===== src/rtl/desc_dma_pkg.sv =====
package desc_dma_pkg;

  // command word bit positions (software-visible layout)
  localparam int CMD_INC_SRC  = 31;
  localparam int CMD_INC_TGT  = 30;
  localparam int CMD_PACE_SRC = 29;
  localparam int CMD_PACE_TGT = 28;
  localparam int CMD_IRQ_BEG  = 22;
  localparam int CMD_IRQ_FIN  = 21;
  localparam int CMD_BURST_LO = 16;
  localparam int CMD_WIDTH_LO = 14;
  localparam int LINK_HALT    = 0;
  localparam int DESC_ALIGN   = 4;

  typedef enum logic [2:0] {
    ST_IDLE, ST_FETCH, ST_CHECK, ST_WAIT, ST_READ, ST_WRITE, ST_DONE
  } chState_t;

  typedef enum logic [1:0] {
    SEL_DESC, SEL_SRC, SEL_TGT
  } addrSel_t;

  typedef struct packed {
    logic       loadStart;
    logic       loadNext;
    logic       capWord;
    logic [1:0] wordIdx;
    logic       capData;
    logic       beatDone;
    addrSel_t   addrSel;
  } dpCtl_t;

  function automatic logic [1:0] effWidth(input logic [1:0] code);
    return (code == 2'd0) ? 2'd3 : code;
  endfunction

  function automatic logic [2:0] widthBytes(input logic [1:0] code);
    case (effWidth(code))
      2'd1:    return 3'd1;
      2'd2:    return 3'd2;
      default: return 3'd4;
    endcase
  endfunction

  function automatic logic [5:0] burstBytes(input logic [1:0] code);
    case (code)
      2'd1:    return 6'd8;
      2'd2:    return 6'd16;
      2'd3:    return 6'd32;
      default: return 6'd0;
    endcase
  endfunction

endpackage


===== src/rtl/desc_dma_dp.sv =====
module desc_dma_dp
  import desc_dma_pkg::*;
#(
  parameter int ADDR_W = 32,
  parameter int DATA_W = 32,
  parameter int LEN_W  = 13
) (
  input  logic              clk,
  input  logic              rstN,
  input  dpCtl_t            ctl,
  input  logic [ADDR_W-1:0] startPtr,
  input  logic [DATA_W-1:0] rdata,
  output logic [ADDR_W-1:0] memAddr,
  output logic [1:0]        memWidth,
  output logic [DATA_W-1:0] memWdata,
  output logic [ADDR_W-1:0] curSrc,
  output logic [ADDR_W-1:0] curTgt,
  output logic              remZero,
  output logic              paced,
  output logic              burstOpen,
  output logic              haltAfter,
  output logic              finIrq
);

  localparam int PTR_W = ADDR_W - DESC_ALIGN;

  logic [PTR_W-1:0]  descPtr;
  logic [DATA_W-1:0] linkWord;
  logic [ADDR_W-1:0] srcAddr, tgtAddr;
  logic [DATA_W-1:0] cmdWord;
  logic [LEN_W-1:0]  remLen;
  logic [DATA_W-1:0] dataBuf;
  logic [5:0]        burstCnt;

  logic [2:0]        beatB;
  logic [5:0]        burstB;
  logic [6:0]        burstSum;

  assign beatB    = widthBytes(cmdWord[CMD_WIDTH_LO +: 2]);
  assign burstB   = burstBytes(cmdWord[CMD_BURST_LO +: 2]);
  assign burstSum = {1'b0, burstCnt} + 7'(beatB);

  always_ff @(posedge clk) begin
    if (!rstN) begin
      descPtr  <= '0;
      linkWord <= '0;
      srcAddr  <= '0;
      tgtAddr  <= '0;
      cmdWord  <= '0;
      remLen   <= '0;
      dataBuf  <= '0;
      burstCnt <= '0;
    end else begin
      if (ctl.loadStart) descPtr <= startPtr[ADDR_W-1:DESC_ALIGN];
      if (ctl.loadNext)  descPtr <= linkWord[ADDR_W-1:DESC_ALIGN];
      if (ctl.capWord) begin
        case (ctl.wordIdx)
          2'd0: linkWord <= rdata;
          2'd1: srcAddr  <= rdata;
          2'd2: tgtAddr  <= rdata;
          default: begin
            cmdWord  <= rdata;
            remLen   <= rdata[LEN_W-1:0];
            burstCnt <= '0;
          end
        endcase
      end
      if (ctl.capData) dataBuf <= rdata;
      if (ctl.beatDone) begin
        remLen <= (remLen > LEN_W'(beatB)) ? remLen - LEN_W'(beatB) : '0;
        if (cmdWord[CMD_INC_SRC]) srcAddr <= srcAddr + ADDR_W'(beatB);
        if (cmdWord[CMD_INC_TGT]) tgtAddr <= tgtAddr + ADDR_W'(beatB);
        if (burstB == 6'd0 || burstSum >= {1'b0, burstB}) burstCnt <= '0;
        else burstCnt <= burstSum[5:0];
      end
    end
  end

  always_comb begin
    case (ctl.addrSel)
      SEL_SRC: memAddr = srcAddr;
      SEL_TGT: memAddr = tgtAddr;
      default: memAddr = {descPtr, ctl.wordIdx, 2'b00};
    endcase
  end

  assign memWidth  = (ctl.addrSel == SEL_DESC) ? 2'd3 : effWidth(cmdWord[CMD_WIDTH_LO +: 2]);
  assign memWdata  = dataBuf;
  assign curSrc    = srcAddr;
  assign curTgt    = tgtAddr;
  assign remZero   = (remLen == '0);
  assign paced     = cmdWord[CMD_PACE_SRC] | cmdWord[CMD_PACE_TGT];
  assign burstOpen = (burstCnt != '0);
  assign haltAfter = linkWord[LINK_HALT];
  assign finIrq    = cmdWord[CMD_IRQ_FIN];

endmodule


===== src/rtl/desc_dma_ctl.sv =====
module desc_dma_ctl
  import desc_dma_pkg::*;
(
  input  logic   clk,
  input  logic   rstN,
  input  logic   run,
  input  logic   periphReq,
  input  logic   memAck,
  input  logic   memErr,
  input  logic   begIrqBit,
  input  logic   remZero,
  input  logic   paced,
  input  logic   burstOpen,
  input  logic   haltAfter,
  input  logic   finIrq,
  output dpCtl_t ctl,
  output logic   memReq,
  output logic   memWe,
  output logic   stopped,
  output logic   evStart,
  output logic   evEnd,
  output logic   evBusErr
);

  chState_t   st, stNext;
  logic [1:0] fetchIdx, idxNext;
  logic       runQ;

  always_ff @(posedge clk) begin
    if (!rstN) begin
      st       <= ST_IDLE;
      fetchIdx <= '0;
      runQ     <= 1'b0;
    end else begin
      st       <= stNext;
      fetchIdx <= idxNext;
      runQ     <= run;
    end
  end

  always_comb begin
    ctl         = '0;
    ctl.wordIdx = fetchIdx;
    ctl.addrSel = SEL_DESC;
    stNext      = st;
    idxNext     = fetchIdx;
    memReq      = 1'b0;
    memWe       = 1'b0;
    evStart     = 1'b0;
    evEnd       = 1'b0;
    evBusErr    = 1'b0;
    case (st)
      ST_IDLE: begin
        if (run && !runQ) begin
          ctl.loadStart = 1'b1;
          idxNext       = '0;
          stNext        = ST_FETCH;
        end
      end
      ST_FETCH: begin
        memReq = 1'b1;
        if (memAck) begin
          if (memErr) begin
            evBusErr = 1'b1;
            stNext   = ST_IDLE;
          end else begin
            ctl.capWord = 1'b1;
            if (fetchIdx == 2'd3) begin
              evStart = begIrqBit;
              stNext  = ST_CHECK;
            end else begin
              idxNext = fetchIdx + 2'd1;
            end
          end
        end
      end
      ST_CHECK: begin
        if (remZero)                stNext = ST_DONE;
        else if (!run)              stNext = ST_IDLE;
        else if (paced && !burstOpen) stNext = ST_WAIT;
        else                        stNext = ST_READ;
      end
      ST_WAIT: begin
        if (!run)           stNext = ST_IDLE;
        else if (periphReq) stNext = ST_READ;
      end
      ST_READ: begin
        ctl.addrSel = SEL_SRC;
        memReq      = 1'b1;
        if (memAck) begin
          if (memErr) begin
            evBusErr = 1'b1;
            stNext   = ST_IDLE;
          end else begin
            ctl.capData = 1'b1;
            stNext      = ST_WRITE;
          end
        end
      end
      ST_WRITE: begin
        ctl.addrSel = SEL_TGT;
        memReq      = 1'b1;
        memWe       = 1'b1;
        if (memAck) begin
          if (memErr) begin
            evBusErr = 1'b1;
            stNext   = ST_IDLE;
          end else begin
            ctl.beatDone = 1'b1;
            stNext       = ST_CHECK;
          end
        end
      end
      ST_DONE: begin
        evEnd = finIrq;
        if (haltAfter || !run) begin
          stNext = ST_IDLE;
        end else begin
          ctl.loadNext = 1'b1;
          idxNext      = '0;
          stNext       = ST_FETCH;
        end
      end
      default: stNext = ST_IDLE;
    endcase
  end

  assign stopped = (st == ST_IDLE);

endmodule


===== src/rtl/desc_dma_channel.sv =====
module desc_dma_channel
  import desc_dma_pkg::*;
#(
  parameter int ADDR_W = 32,
  parameter int DATA_W = 32,
  parameter int LEN_W  = 13
) (
  input  logic              clk,
  input  logic              rstN,
  input  logic              run,
  input  logic [ADDR_W-1:0] startPtr,
  input  logic              periphReq,
  output logic              memReq,
  output logic              memWe,
  output logic [ADDR_W-1:0] memAddr,
  output logic [1:0]        memWidth,
  output logic [DATA_W-1:0] memWdata,
  input  logic [DATA_W-1:0] memRdata,
  input  logic              memAck,
  input  logic              memErr,
  output logic [ADDR_W-1:0] curSrc,
  output logic [ADDR_W-1:0] curTgt,
  output logic              stopped,
  output logic              evStart,
  output logic              evEnd,
  output logic              evBusErr
);

  dpCtl_t ctl;
  logic   remZero, paced, burstOpen, haltAfter, finIrq;

  desc_dma_ctl u_ctl (
    .clk       (clk),
    .rstN      (rstN),
    .run       (run),
    .periphReq (periphReq),
    .memAck    (memAck),
    .memErr    (memErr),
    .begIrqBit (memRdata[CMD_IRQ_BEG]),
    .remZero   (remZero),
    .paced     (paced),
    .burstOpen (burstOpen),
    .haltAfter (haltAfter),
    .finIrq    (finIrq),
    .ctl       (ctl),
    .memReq    (memReq),
    .memWe     (memWe),
    .stopped   (stopped),
    .evStart   (evStart),
    .evEnd     (evEnd),
    .evBusErr  (evBusErr)
  );

  desc_dma_dp #(
    .ADDR_W (ADDR_W),
    .DATA_W (DATA_W),
    .LEN_W  (LEN_W)
  ) u_dp (
    .clk       (clk),
    .rstN      (rstN),
    .ctl       (ctl),
    .startPtr  (startPtr),
    .rdata     (memRdata),
    .memAddr   (memAddr),
    .memWidth  (memWidth),
    .memWdata  (memWdata),
    .curSrc    (curSrc),
    .curTgt    (curTgt),
    .remZero   (remZero),
    .paced     (paced),
    .burstOpen (burstOpen),
    .haltAfter (haltAfter),
    .finIrq    (finIrq)
  );

endmodule


===== config.mk =====
export PLATFORM = sky130hd
export DESIGN_NAME = desc_dma_channel
export DESIGN_NICKNAME = d
export VERILOG_FILES = /design/src/rtl/desc_dma_pkg.sv /design/src/rtl/desc_dma_dp.sv /design/src/rtl/desc_dma_ctl.sv /design/src/rtl/desc_dma_channel.sv
export SDC_FILE = /design/constraint.sdc
export NUM_CORES = 1
export LEC_CHECK = 0
export ABC_AREA = 1
export BUFFER_PORTS_ARGS = -buffer_cell sky130_fd_sc_hd__buf_2
export CAP_MARGIN = 0
export CORE_UTILIZATION = 57
export CTS_CLUSTER_SIZE = 16
export DETAILED_ROUTE_END_ITERATION = 6
export PLACE_DENSITY = 0.88
export SYNTH_ARGS = -nofsm -noshare
export SYNTH_HDL_FRONTEND = slang
export SYNTH_SLANG_ARGS = --single-unit

===== constraint.sdc =====
create_clock -name clk -period 3.3 [get_ports clk]
set_clock_uncertainty 0.05 [all_clocks]
set_input_delay 0.165 -clock clk [delete_from_list [all_inputs] [get_ports clk]]
set_output_delay 0.165 -clock clk [all_outputs]
set_load 0.05 [all_outputs]

Word level (Yosys, flattened, before mapping). Index checks and enable logic that the tools add are counted.

Bits in read-only memories: 0. Memories kept: 0. Latch bits: 0. Output and inout port bits: 136. Word-level logic and storage cells: 134. Memory bits (writable): 0. Flip-flop bits (word level): 213. Input port bits: 70.

Divide/modulo/power cells: 0. Multipliers: 0. Shift operators: 0. Equality and inequality tests: 26. Add/sub/neg operators: 5. Reduce and logical (&&, ||, !) cells: 24. Bitwise gates (word level): 2. Muxes and demuxes: 64. Order comparisons: 2.

Operator list (number): $mux 32 (8); $add 32x3->32 (2); $pmux 32 s2 (1); $mux 28 (2); $mux 13 (4); $mux 3 (12); $mux 6 (4); $pmux 3 s7 (1); $mux 1 (20); $pmux 6 s3 (1); $mux 2 (8); $gt 13x3->1 (1); $logic_not 13->1 (1); $sub 13x3->13 (1); $eq 2x2->1 const B (6); $ne 2x2->1 const B (6); $reduce_and 6->1 (2); $eq 3x3->1 const B (3); $eq 2x1->1 const B (4); $add 6x3->7 (1); $ge 7x6->1 (1); $eq 3x2->1 const B (2); $logic_not 2->1 (3); $logic_not 6->1 (1); 19 further kinds (28).

Longest topological paths before layout.
Depth in word-level cells: 9. Mapped depth: 18. Mapped depth without buffers: 18.

By module. A second synthesis with hierarchy kept.

Cells, all modules: 1809. Area total of the unflattened synthesis: 11404.7 µm².

By module, submodules not included: desc_dma_dp (instances 1, cells each 1698, area each 10766.6 µm²); desc_dma_ctl (instances 1, cells each 111, area each 638.1 µm²).

Worst setup path before layout. Ideal clock, no wire load.

Path type: register -> output. Start: register u_ctl.st[0]. End: output memAddr[8]. Cell stages (with the launch flop): 9. Slack: 0.613 ns. Path buffers: 1. Data required time: 3.085 ns. Data arrival time: 2.472 ns. Path through: dfxtp_1 -> inv_2 -> nor2_4 -> nand2_2 -> inv_1 -> ha_1 -> buf_1 -> a21oi_1 -> a21oi_1.

Longest elaborated chain between the ends: 4. Elaborated cells between the ends (all ways): 6.

RTL lines: start: declaration (line desc_dma_ctl.sv:25) `chState_t st, stNext;`; start signal: assignment (line desc_dma_ctl.sv:35) `st <= stNext;`; $eq 3x3->1 (line desc_dma_ctl.sv:52) `case (st)`; $pmux 2 s2 (*) (line desc_dma_ctl.sv:52); $eq 2x2->1 / $eq 2x1->1 (equally long branches) (line desc_dma_dp.sv:80) `case (ctl.addrSel)`; $pmux 32 s2 (*) (line desc_dma_dp.sv:80); end: declaration (line desc_dma_channel.sv:15) `output logic [ADDR_W-1:0] memAddr,`.

Every way passes the cells marked *; elsewhere a longest branch is shown, timed or not.

Worst setup path after layout.
Start: register u_ctl.st[0]. End: output memAddr[13].

The elaborated chain is that of the path after synthesis.

==> metrics.md <==
| Metric | Value |
|---|---|
| Routing usage on met1 | `between 50 and 60%` |
| Layout area overhead | `17.8%` |
| Gr ovfl total | `0` |
| Synth Area in XOR/XNOR | `around 1.1%` |
| Final design utilization | `between 60% and 70%` |
| Area share of and/or/nand/nor cells after synthesis | `a little over a third` |
| CTS Sinks | `around 190` |
| Mux contribution to synthesized area | `0%` |
| Largest net degree at the start of global routing | `73` |
| Largest fanout on the critical path | `15` |
| Final setup fails | `0` |
| Final instance area | `0.0134 mm2` |
| Site Rows | `51` |
| Gr busiest metal | `met2` |
| Footprint of the multi-input gates | `0.00655 mm2` |
| Pins Over Slew Limit | `0` |
| CTS tree | `done` |
| Ranking of synthesized cells by area | `dfxtp_1 33%, nand2_1 17%, a21oi_1 8.1%, nor2_1 7.3%, inv_1 6.3%` |
| H-tree depth | `4` |
| Tmin final | `roughly 3.2 ns` |
| Slew headroom | `~19%` |
| Layout cells sized above 1 | `between 10% and 20%` |
| Comb power frac | `between 20% and 30%` |
| Routed wire length per instance | `about 18 um` |
| Internal power | `3.74 mW` |
| Initial Util | `between 50 and 60%` |
| CTS clk-pin slew, worst paths | `about 0.080 ns` |
| Post-Syn Nets | `a little under 2000` |
| Clock Path Buffers | `2` |
| Primary FF master, synth | `dfxtp_1` |
| Antenna violations before repair | `1` |
| Seq cells post-synth | `about 190` |
| Die Y | `around 140 um` |
| Core box area | `~0.02 mm2` |
| Maximum clock frequency | `approximately 0.32 GHz` |
| Fin. Hold Viols | `0` |
| Register Area | `0.00374 mm2` |
| IO Port Bufs | `about 200` |
| Critical path data required time | `3.08 ns` |
| P per Cell Area | `roughly 440 mW/mm2` |
| Type of the worst setup path | `reg2out` |
| Worst-Margin Slew | `1.21 ns` |
| Met3 usage | `about an eighth` |
| Setup bufs post-CTS | `0` |
| Worst hold path class | `in2reg` |
| First-pass GRT wire length | `64300 um` |
| Reg power frac | `a little over 40%` |
| Status | `finished clean` |
| Clk network pwr share | `35.8%` |
| Worst skew pair latency | `0.45 ns` |
| Mean Syn Cell Area | `6.15 um2` |
| Die width | `143 um` |
| Starting DRT DRC Count | `1667` |
| Max_cap viols | `0` |
| Tcrit/Tclk final | `around 96%` |
| Top cell type's share of synthesized area | `32.9%` |
| RSZ-0062 raised after global routing | `false` |
| Commonest cells in the netlist | `510 x nand2_1, 222 x nor2_1, 190 x inv_1, 187 x dfxtp_1, 184 x a21oi_1` |
| Post-Route WL | `between 40000 and 50000 um` |
| CP Capture Type | `primary output` |
| TritonCTS Buffers | `17` |
| Sequential area share after synthesis | `between 30% and 40%` |
| DR DRC count | `0` |
| Setup TNS Final | `0 ns` |
| Synth Warn # | `0` |
| Most frequent cell after synthesis | `nand2_1` |
| Compound-Gate Fraction of Synth Area | `between 10% and 20%` |
| Top Ports | `roughly 210` |
| Combinational family with the most area after synthesis | `simple AND/OR/NAND/NOR gates` |
| CP arrival | `around 3.0 ns` |
| Leak | `5.98 nW` |
| Drt pass-1 iters | `7` |
| DPL Wire Length | `just under 30000 um` |
| Cell Area, Synth | `around 0.011 mm2` |
| GPL Wtd Cong | `about 1.0` |
| Die area | `a little over 0.02 mm2` |
| Post-Synth Adder-Cell Area | `under 10%` |
| GRT met2 Usage | `between 60% and 70%` |
| EDFF count, synth | `0` |
| Sw frac | `37.3%` |
| Startpoint Class | `flop` |
| Max VDD drop | `about 0.39 mV` |
| Root buf cell | `clkbuf_16` |
| Cell count after synthesis | `approximately 1800` |
| Post-route ant nets | `0` |
| Fillcell total | `between 1500 and 2000` |
| Net Sw Power | `roughly 2.2 mW` |
| Unique masters post-synth | `37` |
| Placed Area | `~0.012 mm2` |
| Vias per inst | `5.94` |
| All-Layer GR Usage | `40.9%` |
| Power Total | `5.95 mW` |
| Hold Slack | `0.00984 ns` |
| Vias | `approximately 14000` |
| Final-stage net count | `between 2000 and 2500` |
| Cell taking the most area after synthesis | `dfxtp_1` |
| Synth async-reset ratio | `0%` |
| Vias in the first global route | `around 12000` |
[kinds of logic (layout without fill, tap and decap cells)]
group / after synthesis / count (layout)
AOI/OAI and AO/OA: 379 / 379
adders and majority gates: 25 / 25
other: 0 / 2
DFF: 187 / 187
xor gates and xnor gates: 14 / 14
and+or+nand+nor: 961 / 961
buffers and inverters: 281 / 473
[flip-flops by register name (all words and copies together) (netlist names)]
signal / count
u_dp.remLen: 13
u_ctl.fetchIdx: 2
u_dp.cmdWord: 9
u_dp.descPtr: 28
u_dp.curSrc: 32
u_dp.linkWord: 29
u_ctl.runQ: 1
u_dp.burstCnt: 6
u_ctl.st: 3
u_dp.memWdata: 32
u_dp.curTgt: 32
[timing repair]
item / in CTS / in global routing
endpoints found under the hold margin: 28 / 0
gates resized for setup: 0 / 4
hold buffers: 28 / 0
setup endpoints to repair: 0 / 18
[layout by cell type (no fill, tap or decap), types with 3 or more instances in the layout]
cell           instances
xnor2_1                3
o211ai_1              32
buf_4                 16
dlygate4sd3_1         28
nand3_1              142
nor2_4                 5
buf_2                200
a21oi_1              184
o21bai_1               5
nand4_1               28
ha_1                  24
inv_6                  4
or2_2                  7
nor3_1                18
clkinv_8               6
dfxtp_1              187
inv_2                  7
nand2_2                4
inv_8                  3
o21ai_0              120
nor2_2                 7
nand3b_1              11
nand2_1              510
clkbuf_16             17
inv_1                188
nor2_1               220
a31oi_1               30
xor2_1                11
[through the flow]
stage / instances / worst slack (ns)
2_1_floorplan: 1847 / 0.613
3_3_place_gp: 2244 / 0.328
3_5_place_dp: 2244 / 0.273
4_1_cts: 2304 / 0.0624
5_1_grt: 2304 / 0.0234
6_report: 2306 / 0.126
[power groups by stage]
stage | sequential (mW) | combinational, mW | clock (mW)
after floorplan | 2.54 | 0.858 | 0
after global placement | 2.49 | 1.27 | 0
after detailed placement | 2.50 | 1.30 | 0
after CTS | 2.45 | 1.33 | 2.11
after global routing | 2.46 | 1.45 | 2.21
final | 2.45 | 1.37 | 2.13
[critical path, cell delays in order (launching register included)]
cell and delay, ns:
dfxtp_1 0.38, inv_2 0.16, nand3_1 0.24, inv_1 0.16, ha_1 0.45, buf_4 0.33, nand2_1 0.09, a21oi_1 0.35
buf_2 0.34
[path summary, 6_finish.rpt]
path                                       start                             end  slack, ns  cells after the start
hold reg to reg   u_dp.linkWord[23]$_SDFFE_PN0P_  u_dp.linkWord[23]$_SDFFE_PN0P_       0.41                      2
setup reg to reg  u_ctl.fetchIdx[1]$_SDFFE_PN0P_  u_dp.linkWord[24]$_SDFFE_PN0P_       0.29                      5
setup / recovery        u_ctl.st[0]$_SDFFE_PN0P_                     memAddr[13]       0.13                      8
hold / removal                       memRdata[1]   u_dp.memWdata[1]$_SDFFE_PN0P_       0.01                      3
[cell type report]
cell class / count / area share, %
antenna: 2 / 0.0374
timing repair buffer: 245 / 10.5
clock buffer: 18 / 3.28
multi-input combinational: 1379 / 48.9
tap: 265 / 2.48
inverter: 196 / 5.52
clock inverter: 14 / 1.28
sequential: 187 / 28.0
[routing by layer]
metal,up-vias,wire [um]
met5,-,0
met4,0,1640
met3,142,5880
met2,967,17900
met1,6210,16300
li1,6388,-
(Power assumes the default switching activity.)
